<file path="src/rtl/ea_gen.sv">
module ea_gen #(
  parameter int AW = 32,
  parameter int SHORTW = 8,
  parameter int SELW = 3,
  parameter logic [(1<<SELW)-1:0] BASE_OK = 8'h3F,
  parameter logic [(1<<SELW)-1:0] INDEX_OK = 8'hC0
) (
  input  logic            clk,
  input  logic            rst_n,
  input  logic            req_valid,
  input  logic            pc_rel,
  input  logic            base_use,
  input  logic [SELW-1:0] base_sel,
  input  logic [AW-1:0]   base_val,
  input  logic            index_use,
  input  logic [SELW-1:0] index_sel,
  input  logic [AW-1:0]   index_val,
  input  logic [1:0]      scale,
  input  logic [AW-1:0]   disp,
  input  logic            disp_wide,
  input  logic [AW-1:0]   pc,
  output logic            addr_valid,
  output logic [AW-1:0]   addr,
  output logic            sel_fault
);
  logic [AW-1:0] disp_x, base_t, index_t, sum;
  logic          bad;

  assign disp_x  = disp_wide ? disp : {{(AW-SHORTW){disp[SHORTW-1]}}, disp[SHORTW-1:0]};
  assign base_t  = pc_rel ? pc : (base_use ? base_val : '0);
  assign index_t = (!pc_rel && index_use) ? (index_val << scale) : '0;
  assign sum     = base_t + index_t + disp_x;
  assign bad     = !pc_rel && ((base_use && !BASE_OK[base_sel]) ||
                               (index_use && !INDEX_OK[index_sel]));

  always_ff @(posedge clk) begin
    if (!rst_n) begin
      addr_valid <= 1'b0;
      addr       <= '0;
      sel_fault  <= 1'b0;
    end else begin
      addr_valid <= req_valid;
      if (req_valid) begin
        addr      <= sum;
        sel_fault <= bad;
      end
    end
  end
endmodule


</file>
<file path="config.mk">
export PLATFORM = sky130hd
export DESIGN_NAME = ea_gen
export DESIGN_NICKNAME = d
export VERILOG_FILES = /design/src/rtl/ea_gen.sv
export SDC_FILE = /design/constraint.sdc
export NUM_CORES = 1
export LEC_CHECK = 0
export ABC_AREA = 0
export ABC_CLOCK_PERIOD_IN_PS = 4500
export BUFFER_PORTS_ARGS = -buffer_cell sky130_fd_sc_hd__buf_2
export CORE_ASPECT_RATIO = 1.1
export CORE_MARGIN = 3
export CORE_UTILIZATION = 40
export CTS_CLUSTER_DIAMETER = 30
export DETAILED_ROUTE_END_ITERATION = 12
export GPL_ROUTABILITY_DRIVEN = 1
export PLACE_DENSITY = 0.7
export SLEW_MARGIN = 15
export SYNTH_ARGS = -nofsm -noshare
export SYNTH_HDL_FRONTEND = slang
export SYNTH_SLANG_ARGS = --single-unit
</file>
<file path="constraint.sdc">
create_clock -name clk -period 4.5 [get_ports clk]
set_input_delay 0.675 -clock clk [delete_from_list [all_inputs] [get_ports clk]]
set_output_delay 0.675 -clock clk [all_outputs]
set_load 0.05 [all_outputs]
</file>
==> results_dict.tcl <==
set metrics [dict create \
    outcome "complete, no violations" \
    final_area_um2 5970 \
    cap_viol_max_count 0 \
    post_cts_resized 0 \
    post_drt_wl_per_cell_um 16.6 \
    ctsHoldBuffers 0 \
    layout-drive-gt1-share 0.317 \
    fmax_ghz 0.237 \
    relSlewSlack 0.360 \
    grt_pass1_wl_um 22800 \
    route.met2.wl_um 6950 \
    cp.arrival_ns 4.39 \
    rsz0062_at_grt "false" \
    ir_worst_vdd_uv 272 \
    synth_area_um2 4680 \
    cp_data_required_time_ns 4.67 \
    diodes 0 \
    wl_met3_um 723 \
    layout_commonest_cell "buf_2" \
    start_kind "input pin" \
    grt_usage 0.221 \
    coreArea_um2 11200 \
    start_util 0.419 \
    wl_met1_um 6680 \
    dr.max_layer_used "met4" \
    synth_seq_cells 34 \
    drtPass1Iterations 5 \
    syn_inst 551 \
    synth-edff-count 0 \
    die_x_um 109 \
    dieArea_um2 13000 \
    cts_sinks 34 \
    dp_hpwl_um 12300 \
    via_per_inst 5.31 \
    drc 0 \
    path_clk_slew_ns 0.05 \
    ys_seq_area_frac 0.145 \
    leakage_nw 3.17 \
    worstHoldPathType "reg2reg" \
    cts_max_level 2 \
    place_congestion 0.942 \
    tightest_slew_ns 0.960 \
    grt_max_degree 45 \
    setup_tns_ns 0 \
    powerDensity_nw_per_um2 327 \
    cts_root_buffer "clkbuf_16" \
    grt_antenna_before_repair 0 \
    fin_crit_ns 4.22 \
    vias 4649 \
    whs_ns 0.457 \
    insertion_delay_ns 0.27 \
    drt_iter0_markers 337 \
    nNetsFinal 934 \
    post-cts-setup-buffers 0 \
    setup_violations 0 \
    syn_nets 756 \
    synthFlopType "dfxtp_1" \
    port_buffers 174 \
    rows 40 \
    dpl_cell_area_um2 5840 \
    area_growth_pct 27.7 \
    cts_tree "yes" \
    final_antenna_net_count 0 \
    whs_path_depth 2 \
    fin_crit_sh 0.937 \
    path_class "in2reg" \
    final_cell_mix "174 x buf_2, 60 x inv_1, 53 x mux2i_1, 53 x a21oi_1, 34 x dfxtp_1" \
    clock_path_buffers 2 \
    yosys_warnings 0 \
    synth_cell_types 61 \
    critPathCaptureType "flip-flop" \
    io_pins 177 \
    async_reset_ff_frac 0 \
    cts_buffers 5 \
    syn_area_per_cell_um2 8.49 \
    grt_pass1_vias 4713 \
    routed_wl_um 14600 \
    die_h_um 119 \
    r2r_cells 2 \
    grt_overflow 0 \
    report.final.slew_viol_count 0 \
    hold_violations 0 \
    critPathMaxFanout 29 \
    clock_skew_ns 0 \
]
## flip-flops by register name, summed over array words and instances, names as in the netlist
| name | cells |
|---|---|
| addr | 32 |
| addr_valid | 1 |
| sel_fault | 1 |
## kinds of logic after synthesis
logic type                 share of synthesized area
AOI/OAI and AO/OA                              0.277
and+or+nand+nor                                0.121
buffers and inverters                         0.0794
adders and majority gates                      0.217
muxes                                          0.113
DFF                                            0.145
xor gates and xnor gates                      0.0468
## layout make-up
class	count	area, um2
Fill cell	1075	5190
Multi-Input combinational cell	423	3630
Timing Repair Buffer	205	1120
Sequential cell	34	681
Inverter	60	225
Tap cell	147	184
Clock buffer	5	125
Clock inverter	2	10.0
## cells in the mapped netlist (2+ instances only)
| master | n | area, um2 |
|---|---|---|
| a211o_1 | 2 | 17.5 |
| a21o_1 | 17 | 128 |
| a21o_2 | 3 | 26.3 |
| a21oi_1 | 53 | 265 |
| a22o_1 | 4 | 35.0 |
| a22oi_1 | 27 | 203 |
| a31oi_1 | 3 | 18.8 |
| buf_1 | 2 | 7.51 |
| clkbuf_1 | 29 | 109 |
| dfxtp_1 | 34 | 681 |
| fa_1 | 32 | 641 |
| ha_1 | 30 | 375 |
| inv_1 | 60 | 225 |
| mux2i_1 | 53 | 531 |
| nand2_1 | 24 | 90.1 |
| nand2b_1 | 2 | 12.5 |
| nand3_1 | 6 | 30.0 |
| nand3b_1 | 10 | 75.1 |
| nand4_1 | 6 | 37.5 |
| nor2_1 | 11 | 41.3 |
| nor2b_1 | 26 | 163 |
| o211ai_1 | 7 | 52.6 |
| o21a_1 | 2 | 15.0 |
| o21ai_0 | 14 | 70.1 |
| o21ai_1 | 6 | 30.0 |
| o21bai_1 | 2 | 15.0 |
| o22a_1 | 25 | 219 |
| o22ai_1 | 5 | 31.3 |
| xnor2_1 | 10 | 87.6 |
| xor2_1 | 15 | 131 |
## worst paths after layout
kind | startpoint | endpoint | slack (ns)
worst max-delay path | scale[1] | addr[22] | 0.28
worst min-delay path | addr[25] | addr[25] | 0.46
worst max register to register | addr[31] | addr[31] | 3.86
worst min register to register | addr[25] | addr[25] | 0.46
## stage by stage
step / util / setup slack, ns / std cells / total power, mW
after global routing: 0.535 / 0.0972 / 876 / 2.10
final: 0.535 / 0.284 / 876 / 1.95
after global placement: 0.523 / 0.104 / 869 / 1.61
after CTS: 0.535 / 0.301 / 876 / 1.96
after floorplan: - / 0.0381 / 551 / 1.26
after detailed placement: 0.523 / 0.0168 / 869 / 1.63
## where the power goes
group / switching (mW) / internal [mW]
clock network: 0.118 / 0.199
logic: 0.756 / 0.490
registers: 0.0285 / 0.360
## critical path, cell delays in order
cell     delay (ns)
buf_2          0.11
or3b_1         0.44
buf_4          0.25
o22a_1         0.26
fa_1           0.49
inv_1          0.05
ha_1           0.31
a21oi_1        0.26
nand2_1        0.09
a211o_1        0.29
a21o_1         0.21
a31oi_4        0.24
o31ai_1        0.12
a211o_1        0.32
a32o_1         0.26
## metal layers
metal	track usage	vias up
li1	-	2329
met1	0.298	2162
met2	0.379	144
met3	0.0146	14
met4	0.0552	0
met5	0	-
Power figures use the tool's default switching activity.
